<file path="src/rtl/ddrb4_pkg.sv">
// Package: shared helpers for the burst-of-four SRAM model.
// Assumes bursts are always four words long; word positions are 2 bits.
package ddrb4_pkg;

    localparam int unsigned BURST_LEN = 4;

    // Position inside the entry of burst word `ord` for a burst starting at `start`.
    function automatic logic [1:0] burst_pos(input logic [1:0] start, input logic [1:0] ord);
        return start + ord;
    endfunction

endpackage

</file>
<file path="src/rtl/ddrb4_cmd_decode.sv">
// Command decode: tracks K / K# phase and accepts commands on K ticks.
// Assumes the first cycle after reset is a K tick. A command taken on one
// K tick blocks the next K tick, because a burst spans two K periods.
module ddrb4_cmd_decode #(
    parameter int unsigned ENTRY_AW = 4,
    localparam int unsigned ADDR_W  = ENTRY_AW + 2
) (
    input  logic                clk,
    input  logic                rst_n,
    input  logic                ld_n,
    input  logic                rw,
    input  logic [ADDR_W-1:0]   addr,
    output logic                k_tick,
    output logic                acc_rd,
    output logic                acc_wr,
    output logic [ENTRY_AW-1:0] acc_entry,
    output logic [1:0]          acc_start
);
    logic phase;
    logic hold;
    logic take;

    // Phase toggle: 0 marks a K tick.
    always_ff @(posedge clk) begin
        if (!rst_n) phase <= 1'b0;
        else        phase <= ~phase;
    end

    // Block the K tick right after an accepted command.
    always_ff @(posedge clk) begin
        if (!rst_n)      hold <= 1'b0;
        else if (k_tick) hold <= take;
    end

    // Acceptance and field split.
    always_comb begin
        k_tick    = ~phase;
        take      = rst_n & k_tick & ~ld_n & ~hold;
        acc_rd    = take & rw;
        acc_wr    = take & ~rw;
        acc_entry = addr[ADDR_W-1:2];
        acc_start = addr[1:0];
    end
endmodule

</file>
<file path="src/rtl/ddrb4_wr_seq.sv">
// Write sequencer: holds an accepted write until the next K tick, then
// steers four incoming words into their wrapped positions, one per cycle.
// Assumes commands are at least two K periods apart (enforced upstream).
module ddrb4_wr_seq #(
    parameter int unsigned ENTRY_AW = 4,
    parameter int unsigned WORD_W   = 16,
    parameter int unsigned BYTE_W   = 8,
    localparam int unsigned NBYTE   = WORD_W / BYTE_W
) (
    input  logic                clk,
    input  logic                rst_n,
    input  logic                k_tick,
    input  logic                acc_wr,
    input  logic [ENTRY_AW-1:0] acc_entry,
    input  logic [1:0]          acc_start,
    input  logic [WORD_W-1:0]   wdata,
    input  logic [NBYTE-1:0]    wbe,
    output logic                mem_we,
    output logic [ENTRY_AW-1:0] mem_entry,
    output logic [1:0]          mem_pos,
    output logic [WORD_W-1:0]   mem_data,
    output logic [NBYTE-1:0]    mem_be,
    output logic [1:0]          wr_ord
);
    import ddrb4_pkg::*;

    logic                nxt_v;
    logic [ENTRY_AW-1:0] nxt_e;
    logic [1:0]          nxt_s;
    logic                act;
    logic [ENTRY_AW-1:0] cur_e;
    logic [1:0]          cur_s;
    logic [1:0]          cnt;
    logic                promote;

    // Park the accepted write until its first data K tick.
    always_ff @(posedge clk) begin
        if (!rst_n) begin
            nxt_v <= 1'b0;
            nxt_e <= '0;
            nxt_s <= '0;
        end else if (acc_wr) begin
            nxt_v <= 1'b1;
            nxt_e <= acc_entry;
            nxt_s <= acc_start;
        end else if (promote) begin
            nxt_v <= 1'b0;
        end
    end

    // Track words 1..3 after word 0 has been taken.
    always_ff @(posedge clk) begin
        if (!rst_n) begin
            act   <= 1'b0;
            cur_e <= '0;
            cur_s <= '0;
            cnt   <= '0;
        end else if (promote) begin
            act   <= 1'b1;
            cur_e <= nxt_e;
            cur_s <= nxt_s;
            cnt   <= 2'd1;
        end else if (act) begin
            cnt <= cnt + 2'd1;
            act <= (cnt != 2'd3);
        end
    end

    // Storage write port steering.
    always_comb begin
        promote   = nxt_v & k_tick;
        mem_we    = promote | act;
        mem_entry = promote ? nxt_e : cur_e;
        wr_ord    = promote ? 2'd0 : cnt;
        mem_pos   = burst_pos(promote ? nxt_s : cur_s, wr_ord);
        mem_data  = wdata;
        mem_be    = mem_we ? wbe : '0;
    end
endmodule

</file>
<file path="src/rtl/ddrb4_store.sv">
// Storage array: DEPTH entries of four words, split into byte lanes so
// each lane has a single writer. Cleared on reset; read is combinational.
module ddrb4_store #(
    parameter int unsigned ENTRY_AW = 4,
    parameter int unsigned WORD_W   = 16,
    parameter int unsigned BYTE_W   = 8,
    localparam int unsigned NBYTE   = WORD_W / BYTE_W,
    localparam int unsigned DEPTH   = 1 << ENTRY_AW
) (
    input  logic                clk,
    input  logic                rst_n,
    input  logic                we,
    input  logic [ENTRY_AW-1:0] w_entry,
    input  logic [1:0]          w_pos,
    input  logic [WORD_W-1:0]   w_data,
    input  logic [NBYTE-1:0]    w_be,
    input  logic [ENTRY_AW-1:0] r_entry,
    input  logic [1:0]          r_pos,
    output logic [WORD_W-1:0]   r_word
);
    for (genvar b = 0; b < NBYTE; b++) begin : g_lane
        logic [BYTE_W-1:0] lane_mem [DEPTH][4];

        // Byte-lane write with per-byte enable.
        always_ff @(posedge clk) begin
            if (!rst_n) begin
                for (int e = 0; e < DEPTH; e++)
                    for (int p = 0; p < 4; p++)
                        lane_mem[e][p] <= '0;
            end else if (we && w_be[b]) begin
                lane_mem[w_entry][w_pos] <= w_data[b*BYTE_W +: BYTE_W];
            end
        end

        assign r_word[b*BYTE_W +: BYTE_W] = lane_mem[r_entry][r_pos];
    end
endmodule

</file>
<file path="src/rtl/ddrb4_rd_seq.sv">
// Read sequencer: delays accepted reads by RD_LAT-1 cycles, then fetches
// four wrapped words on consecutive cycles into the output register.
// Assumes RD_LAT is 3 or 4 and reads are at least four cycles apart.
module ddrb4_rd_seq #(
    parameter int unsigned ENTRY_AW = 4,
    parameter int unsigned WORD_W   = 16,
    parameter int unsigned RD_LAT   = 4,
    localparam int unsigned NSTAGE  = RD_LAT - 1
) (
    input  logic                clk,
    input  logic                rst_n,
    input  logic                acc_rd,
    input  logic [ENTRY_AW-1:0] acc_entry,
    input  logic [1:0]          acc_start,
    output logic [ENTRY_AW-1:0] f_entry,
    output logic [1:0]          f_pos,
    input  logic [WORD_W-1:0]   f_word,
    output logic [WORD_W-1:0]   rdata,
    output logic                rdata_oe
);
    import ddrb4_pkg::*;

    logic [NSTAGE-1:0]   pv;
    logic [ENTRY_AW-1:0] pe [NSTAGE];
    logic [1:0]          ps [NSTAGE];
    logic                act;
    logic [ENTRY_AW-1:0] cur_e;
    logic [1:0]          cur_s;
    logic [1:0]          cnt;
    logic                launch;
    logic                load;

    // Latency pipe for read descriptors.
    always_ff @(posedge clk) begin
        if (!rst_n) begin
            pv <= '0;
            for (int i = 0; i < NSTAGE; i++) begin
                pe[i] <= '0;
                ps[i] <= '0;
            end
        end else begin
            pv[0] <= acc_rd;
            pe[0] <= acc_entry;
            ps[0] <= acc_start;
            for (int i = 1; i < NSTAGE; i++) begin
                pv[i] <= pv[i-1];
                pe[i] <= pe[i-1];
                ps[i] <= ps[i-1];
            end
        end
    end

    // Burst engine for words 1..3.
    always_ff @(posedge clk) begin
        if (!rst_n) begin
            act   <= 1'b0;
            cur_e <= '0;
            cur_s <= '0;
            cnt   <= '0;
        end else if (launch) begin
            act   <= 1'b1;
            cur_e <= pe[NSTAGE-1];
            cur_s <= ps[NSTAGE-1];
            cnt   <= 2'd1;
        end else if (act) begin
            cnt <= cnt + 2'd1;
            act <= (cnt != 2'd3);
        end
    end

    // Fetch address selection.
    always_comb begin
        launch  = pv[NSTAGE-1];
        load    = launch | act;
        f_entry = launch ? pe[NSTAGE-1] : cur_e;
        f_pos   = launch ? ps[NSTAGE-1] : burst_pos(cur_s, cnt);
    end

    // Output register and enable; zero when idle.
    always_ff @(posedge clk) begin
        if (!rst_n) begin
            rdata    <= '0;
            rdata_oe <= 1'b0;
        end else begin
            rdata    <= load ? f_word : '0;
            rdata_oe <= load;
        end
    end
endmodule

</file>
<file path="src/rtl/ddrb4_sram.sv">
// Top: burst-of-four double-data-rate SRAM model. One clock at twice the
// K rate; even cycles after reset are K ticks. Wires decode, write and
// read sequencers around the storage array.
module ddrb4_sram #(
    parameter int unsigned ENTRY_AW = 4,
    parameter int unsigned WORD_W   = 16,
    parameter int unsigned BYTE_W   = 8,
    parameter int unsigned RD_LAT   = 4,
    localparam int unsigned ADDR_W  = ENTRY_AW + 2,
    localparam int unsigned NBYTE   = WORD_W / BYTE_W
) (
    input  logic              clk,
    input  logic              rst_n,
    input  logic              ld_n,
    input  logic              rw,
    input  logic [ADDR_W-1:0] addr,
    input  logic [WORD_W-1:0] wdata,
    input  logic [NBYTE-1:0]  wbe,
    output logic              k_tick,
    output logic [WORD_W-1:0] rdata,
    output logic              rdata_oe
);
    logic                acc_rd;
    logic                acc_wr;
    logic [ENTRY_AW-1:0] acc_entry;
    logic [1:0]          acc_start;
    logic                mem_we;
    logic [ENTRY_AW-1:0] mem_entry;
    logic [1:0]          mem_pos;
    logic [WORD_W-1:0]   mem_data;
    logic [NBYTE-1:0]    mem_be;
    logic [1:0]          wr_ord;
    logic [ENTRY_AW-1:0] f_entry;
    logic [1:0]          f_pos;
    logic [WORD_W-1:0]   f_word;

    ddrb4_cmd_decode #(.ENTRY_AW(ENTRY_AW)) u_dec (
        .clk(clk), .rst_n(rst_n), .ld_n(ld_n), .rw(rw), .addr(addr),
        .k_tick(k_tick), .acc_rd(acc_rd), .acc_wr(acc_wr),
        .acc_entry(acc_entry), .acc_start(acc_start)
    );

    ddrb4_wr_seq #(.ENTRY_AW(ENTRY_AW), .WORD_W(WORD_W), .BYTE_W(BYTE_W)) u_wr (
        .clk(clk), .rst_n(rst_n), .k_tick(k_tick), .acc_wr(acc_wr),
        .acc_entry(acc_entry), .acc_start(acc_start), .wdata(wdata), .wbe(wbe),
        .mem_we(mem_we), .mem_entry(mem_entry), .mem_pos(mem_pos),
        .mem_data(mem_data), .mem_be(mem_be), .wr_ord(wr_ord)
    );

    ddrb4_store #(.ENTRY_AW(ENTRY_AW), .WORD_W(WORD_W), .BYTE_W(BYTE_W)) u_mem (
        .clk(clk), .rst_n(rst_n), .we(mem_we), .w_entry(mem_entry),
        .w_pos(mem_pos), .w_data(mem_data), .w_be(mem_be),
        .r_entry(f_entry), .r_pos(f_pos), .r_word(f_word)
    );

    ddrb4_rd_seq #(.ENTRY_AW(ENTRY_AW), .WORD_W(WORD_W), .RD_LAT(RD_LAT)) u_rd (
        .clk(clk), .rst_n(rst_n), .acc_rd(acc_rd), .acc_entry(acc_entry),
        .acc_start(acc_start), .f_entry(f_entry), .f_pos(f_pos), .f_word(f_word),
        .rdata(rdata), .rdata_oe(rdata_oe)
    );
endmodule

</file>
<file path="config.mk">
export PLATFORM = sky130hd
export DESIGN_NAME = ddrb4_sram
export DESIGN_NICKNAME = d
export VERILOG_FILES = /design/src/rtl/ddrb4_pkg.sv /design/src/rtl/ddrb4_cmd_decode.sv /design/src/rtl/ddrb4_wr_seq.sv /design/src/rtl/ddrb4_store.sv /design/src/rtl/ddrb4_rd_seq.sv /design/src/rtl/ddrb4_sram.sv
export SDC_FILE = /design/constraint.sdc
export NUM_CORES = 2
export LEC_CHECK = 0
export BUFFER_PORTS_ARGS = -buffer_cell sky130_fd_sc_hd__buf_2
export CAP_MARGIN = 15
export CORE_ASPECT_RATIO = 1.5
export CORE_UTILIZATION = 35
export DETAILED_ROUTE_END_ITERATION = 10
export GPL_TIMING_DRIVEN = 0
export PLACE_DENSITY_LB_ADDON = 0.2
export SYNTH_ARGS = -nofsm -noshare
export SYNTH_HDL_FRONTEND = slang
export SYNTH_SLANG_ARGS = --single-unit
export TNS_END_PERCENT = 10
</file>
<file path="constraint.sdc">
create_clock -name clk -period 11.07 [get_ports clk]
set_clock_uncertainty 0.2 [all_clocks]
set_input_delay 0 -clock clk [delete_from_list [all_inputs] [get_ports clk]]
set_output_delay 0 -clock clk [all_outputs]
set_load 0.1 [all_outputs]
</file>
**After elaboration in Yosys (flattened, before gate mapping)**

Memories as Yosys holds them, arrays and structs flattened.
Index checks and enable logic that the tools add are counted.

- Memories: 4
- Register bits after elaboration: 47
- Output and inout bits: 18
- Bits in writable memories: 1,042

- Magnitude comparators: 3
- $add $sub $neg: 4
- Equal/unequal tests: 2
- Reduce and logical (&&, ||, !) cells: 11
- Muxes and demuxes: 44
- Bitwise logic cells: 21

Memory list:

| name | words | bits a word | read ports | clocked after Yosys merged registers in | write ports | line | RTL |
|---|---|---|---|---|---|---|---|
| u_mem.g_lane[0].lane_mem | 16 | 32 | 1 | 0 | 16 | ddrb4_store.sv:22 | `logic [BYTE_W-1:0] lane_mem [DEPTH][4];` |
| u_mem.g_lane[1].lane_mem | 16 | 32 | 1 | 0 | 16 | ddrb4_store.sv:22 |  |
| u_rd.pe | 3 | 4 | 3 | 0 | 3 | ddrb4_rd_seq.sv:24 | `logic [ENTRY_AW-1:0] pe [NSTAGE];` |
| u_rd.ps | 3 | 2 | 3 | 0 | 3 | ddrb4_rd_seq.sv:25 | `logic [1:0] ps [NSTAGE];` |

Operator list:

| kind | count |
|---|---|
| $mux W32 | 6 |
| $reduce_or A32 Y1 | 2 |
| $mux W8 | 5 |
| $bmux W8 S2 | 2 |
| $mux W4 | 7 |
| $demux W8 S2 | 1 |
| $mux W1 | 16 |
| $mux W2 | 7 |
| $or A1 B1 Y1 | 8 |
| $and A1 B1 Y1 | 6 |
| $ge A3 B3 Y1 const B | 2 |
| $not A2 Y3 | 2 |
| $reduce_bool A2 Y1 | 3 |
| $not A1 Y1 | 5 |
| $add A2 B1 Y2 const B | 2 |
| $add A2 B2 Y2 | 2 |
| $ne A2 B2 Y1 const B | 2 |
| $reduce_or A2 Y1 | 2 |
| $logic_and A1 B1 Y1 | 3 |
| $lt A3 B1 Y1 const B | 1 |
| $reduce_and A2 Y1 | 1 |

**Depth between registers and ports, before layout**

- Word-level depth: 12
- Gate-level depth with buffers: 14
- Depth with buffers taken out: 8

**Cells and area by module**

From an unflattened synthesis, not the netlist that was laid out.

- Cells, all modules: 3,371
- Area, all modules: 49,646.4 um^2

By module, submodules not included:

| module | sequential area each (um^2) | times used | area an instance (um^2) | cells each |
|---|---|---|---|---|
| ddrb4_store | 30,749.5 | 1 | 47,240.3 | 3,156 |
| ddrb4_rd_seq | 940.9 | 1 | 1,433.9 | 116 |
| ddrb4_wr_seq | 320.3 | 1 | 837.1 | 85 |
| ddrb4_cmd_decode | 40.0 | 1 | 135.1 | 14 |

**Least setup slack after synthesis**

OpenSTA, ideal clock, no wires.

- Kind: reg2reg
- Start point: register u_dec.phase
- End point: memory u_mem.g_lane[1].lane_mem[10][0] (netlist bit) (enable)
- Library setup time: 0.329 ns
- Arrival: 3.033 ns
- Setup slack: 7.509 ns
- Stages on the path, launching flop included: 14
- Path buffers: 6
- Cell sequence: dfxtp_1 > nand2b_1 > buf_2 > clkbuf_1 > clkbuf_1 > and2_1 > ha_1 > clkbuf_1 > nand2_1 > nor2_1 > clkbuf_1 > clkbuf_1 > nand2_1 > nand2_1

RTL lines:

| item | line | RTL |
|---|---|---|
| from (decl) | ddrb4_cmd_decode.sv:19 | `logic phase;` |
| from (signal assigned) | ddrb4_cmd_decode.sv:26 | `else phase <= ~phase;` |
| to (decl) | ddrb4_store.sv:22 |  |

==> metrics <==
WP buf/inv=7; Leak=0.0246 uW; Starting Density=35.3%; TritonCTS clock tree=done; crit-path max cell delay=920 ps; sequential share of the synthesized area=61.4%; reg2reg start=u_dec.phase; status=complete, but fails checks; internal power=6920 uW; antenna violations before repair=89; grt total ovfl=0; CP Class=register to register; top fanout value on the critical path=10; post-synthesis cell area=52,200 sq um; main area contributors after synthesis=edfxtp_1 (59%), and3_1 (12%), clkbuf_1 (3.1%); GR Util All Layers=42.5%; Yosys reg bits=1,089; Tcrit/Tclk final=57.7%; Combinational Power Share=5.8%; Setup Buffers After CTS=0; Synth warnings=0; vias in the first global route=43,800; Most Frequent Cell on Critical Path=nand2_1; area of the multi-input gates=17,800 sq um; headroom to the max-slew limit=-2.34%; die area=151,000 sq um; Place WS=5080 ps; failing checks=max-capacitance violations, max-slew violations; Reg power frac=50.8%; Initial DRC Count=7,585; launch point of the critical path=u_dec.phase; drt first pass iters=8; CTS clk-pin slew, worst paths=70 ps; cts bufs inserted=113; Crit path required time=11,290 ps; nets=4,992; Clk Latency, worst-skew pair=800 ps; Fillers=14,400; Post-Route WL=323 mm; Clk network pwr share=43.4%; switching power=2290 uW; Hold Vio Cnt, Final=0; global-route wire length before repair=414 mm; area growth from synthesis to layout=15.7%; final slew viol count=2; PD cells=153 nW/um^2; drt wl/cell=45.9 um; DP Area=55,900 sq um; crit end category=register; largest net degree at the start of global routing=15; design area=60,400 sq um; area leader, netlist=edfxtp_1; Die W=317 um; Register Area=32,100 sq um; Critical-path top delay cell=clkbuf_1; vias per std cell=6.71; Tmin final=6390 ps; CTS resizes=0; Ports=46; Critical Path AT=6610 ps; Post-Route Setup TNS=0 ps; Synth top area share=58.9%; core footprint=148,000 sq um; number of remaining DRC errors=0; Yosys cell types=68; Worst Max-Slew Pin Slew=1520 ps; Die H=475 um; number of enable flip-flop cells after synthesis=1,024; share of layout cells above drive strength 1=9.48%; delay-heaviest family, CP=buffers and inverters; Synth Net Count=4,704; most common flop cell mapped by yosys=edfxtp_1; Critical Path Start Type=register; Mapped Cells=4,672; htree depth=3; max cap viols=2; CP cell instances=nand2b_1 > buf_2 > clkbuf_1 > clkbuf_1 > nand2_1 > nand2_1 > ha_1 > clkbuf_1 > nand2_1 > nor2_1 > buf_6 > clkbuf_1 > buf_2 > nand2_1 > nand2_1; setup violators final=0; clk root buf=clkbuf_16; DPL Wire Length=239 mm; cell row count=173; setup ws final=4680 ps; hold-fix buffers at CTS=38; switch share=24.9%; setup repair after global routing missed its margin=false; Post-synth ARST share=0%; Fmax=156 MHz; IO buf count=28; peak supply drop=116 uV; Longest Clk Path Bufs=3; DRT antenna net count=0; Vias=47,200; Sinks on Clock Net=1,089; gpl congestion=1.16; syn avg cell area=11.2 sq um; worst hold path type=primary input to register; start point of the worst hold path=wbe[0]
-- logic make-up after synthesis --
kind of cell	after synthesis	synth area share [%]
AND/OR/NAND/NOR	2063	21.1
flip-flops	1089	61.4
AO/OA/AOI/OAI	818	10.2
buffers and inverters	614	4.85
multiplexers	77	2.31
XOR/XNOR	7	0.117
adder cells (fa/ha/maj)	4	0.0958
-- metrics by stage --
step / power [uW] / std cells / utilization [%] / hold slack (ps)
after detailed placement: 5250 / 6709 / 37.7 / 20.2
after floorplan: 4930 / 4672 / - / -123
final: 9210 / 7041 / 40.8 / 116
after global placement: 5220 / 6625 / 37.0 / 15.3
after CTS: 9120 / 6956 / 40.5 / 31.9
after global routing: 9300 / 6993 / 40.7 / 130
-- cell usage in the layout, fill, tap and decap left out, drive strengths merged, types with 62 or more instances in the layout --
cell type,count
buf,250
nor4,67
a211oi,132
nand3,77
o22ai,63
nand2,393
edfxtp,1024
and3,1028
clkbuf,585
inv,65
o21ai,254
a21oi,127
nand2b,62
dfxtp,65
diode,62
nor2,343
-- power by group through the flow --
| stage | Clock, uW | Combinational [uW] | Sequential (uW) |
|---|---|---|---|
| after global routing | 4080 | 523 | 4690 |
| after floorplan | 0 | 190 | 4740 |
| after CTS | 3950 | 489 | 4680 |
| final | 3990 | 535 | 4680 |
| after global placement | 0 | 448 | 4770 |
| after detailed placement | 0 | 478 | 4770 |
-- Yosys cell counts, types with 37 or more instances --
library cell  number
a2111oi_0         38
a211oi_1         132
a21oi_1          127
and3_1          1028
buf_2             76
clkbuf_1         436
dfxtp_1           65
edfxtp_1        1024
inv_1             58
mux2i_1           37
nand2_1          393
nand2b_1          62
nand3_1           77
nor2_1           343
nor4_1            66
o21ai_0          249
o22ai_1           63
-- worst reg2reg max path, stage by stage (launching register included) --
cell and delay (ps):
dfxtp_1 410, nand2b_1 120, buf_2 190, clkbuf_1 360, clkbuf_1 400, nand2_1 100
nand2_1 100, ha_1 140, clkbuf_1 580, nand2_1 160, nor2_1 840, buf_6 260
clkbuf_1 930, buf_2 600, nand2_1 110, nand2_1 480
-- area by class of cell --
type	count	share of cell area (%)
multi-input cells	2969	29.4
repair buffers	173	3.00
plain buffers	556	3.84
inverters	58	0.360
clock inverters	64	0.967
clock buffers	145	5.10
diodes	62	0.257
flip-flops and latches	1089	53.1
well taps	1925	3.99
-- layer usage --
layer | up-vias | track usage, % | share of wire, % | routed length, um
met1 | 23400 | 44.0 | 31 | 102000
met4 | 34 | 46.3 | 13 | 43200
met5 | - | 0 | 0.074 | 239
li1 | 18100 | - | - | -
met3 | 1479 | 15.9 | 12 | 38900
met2 | 4183 | 62.9 | 43 | 139000
-- final timing paths --
path	cells after the start	slack [ps]	to
max	15	4680	u_mem.g_lane[1].lane_mem[13][20]
min	4	120	u_mem.g_lane[0].lane_mem[2][23]
max reg2reg	15	4680	u_mem.g_lane[1].lane_mem[13][20]
min reg2reg	1	230	u_rd.ps[0][5]
-- registers in the layout, summed over array words and instances (netlist names) --
signal,cells
u_mem.g_lane.lane_mem,1024
u_rd.rdata,16
u_rd.pe,12
u_rd.ps,6
u_rd.cur_e,4
u_wr.cur_e,4
u_wr.nxt_e,4
u_rd.pv,3
u_rd.cnt,2
u_rd.cur_s,2
u_wr.cnt,2
u_wr.cur_s,2
u_wr.nxt_s,2
u_dec.hold,1
u_dec.phase,1
u_rd.act,1
u_rd.rdata_oe,1
u_wr.act,1
u_wr.nxt_v,1
Power figures use the tool's default switching activity.
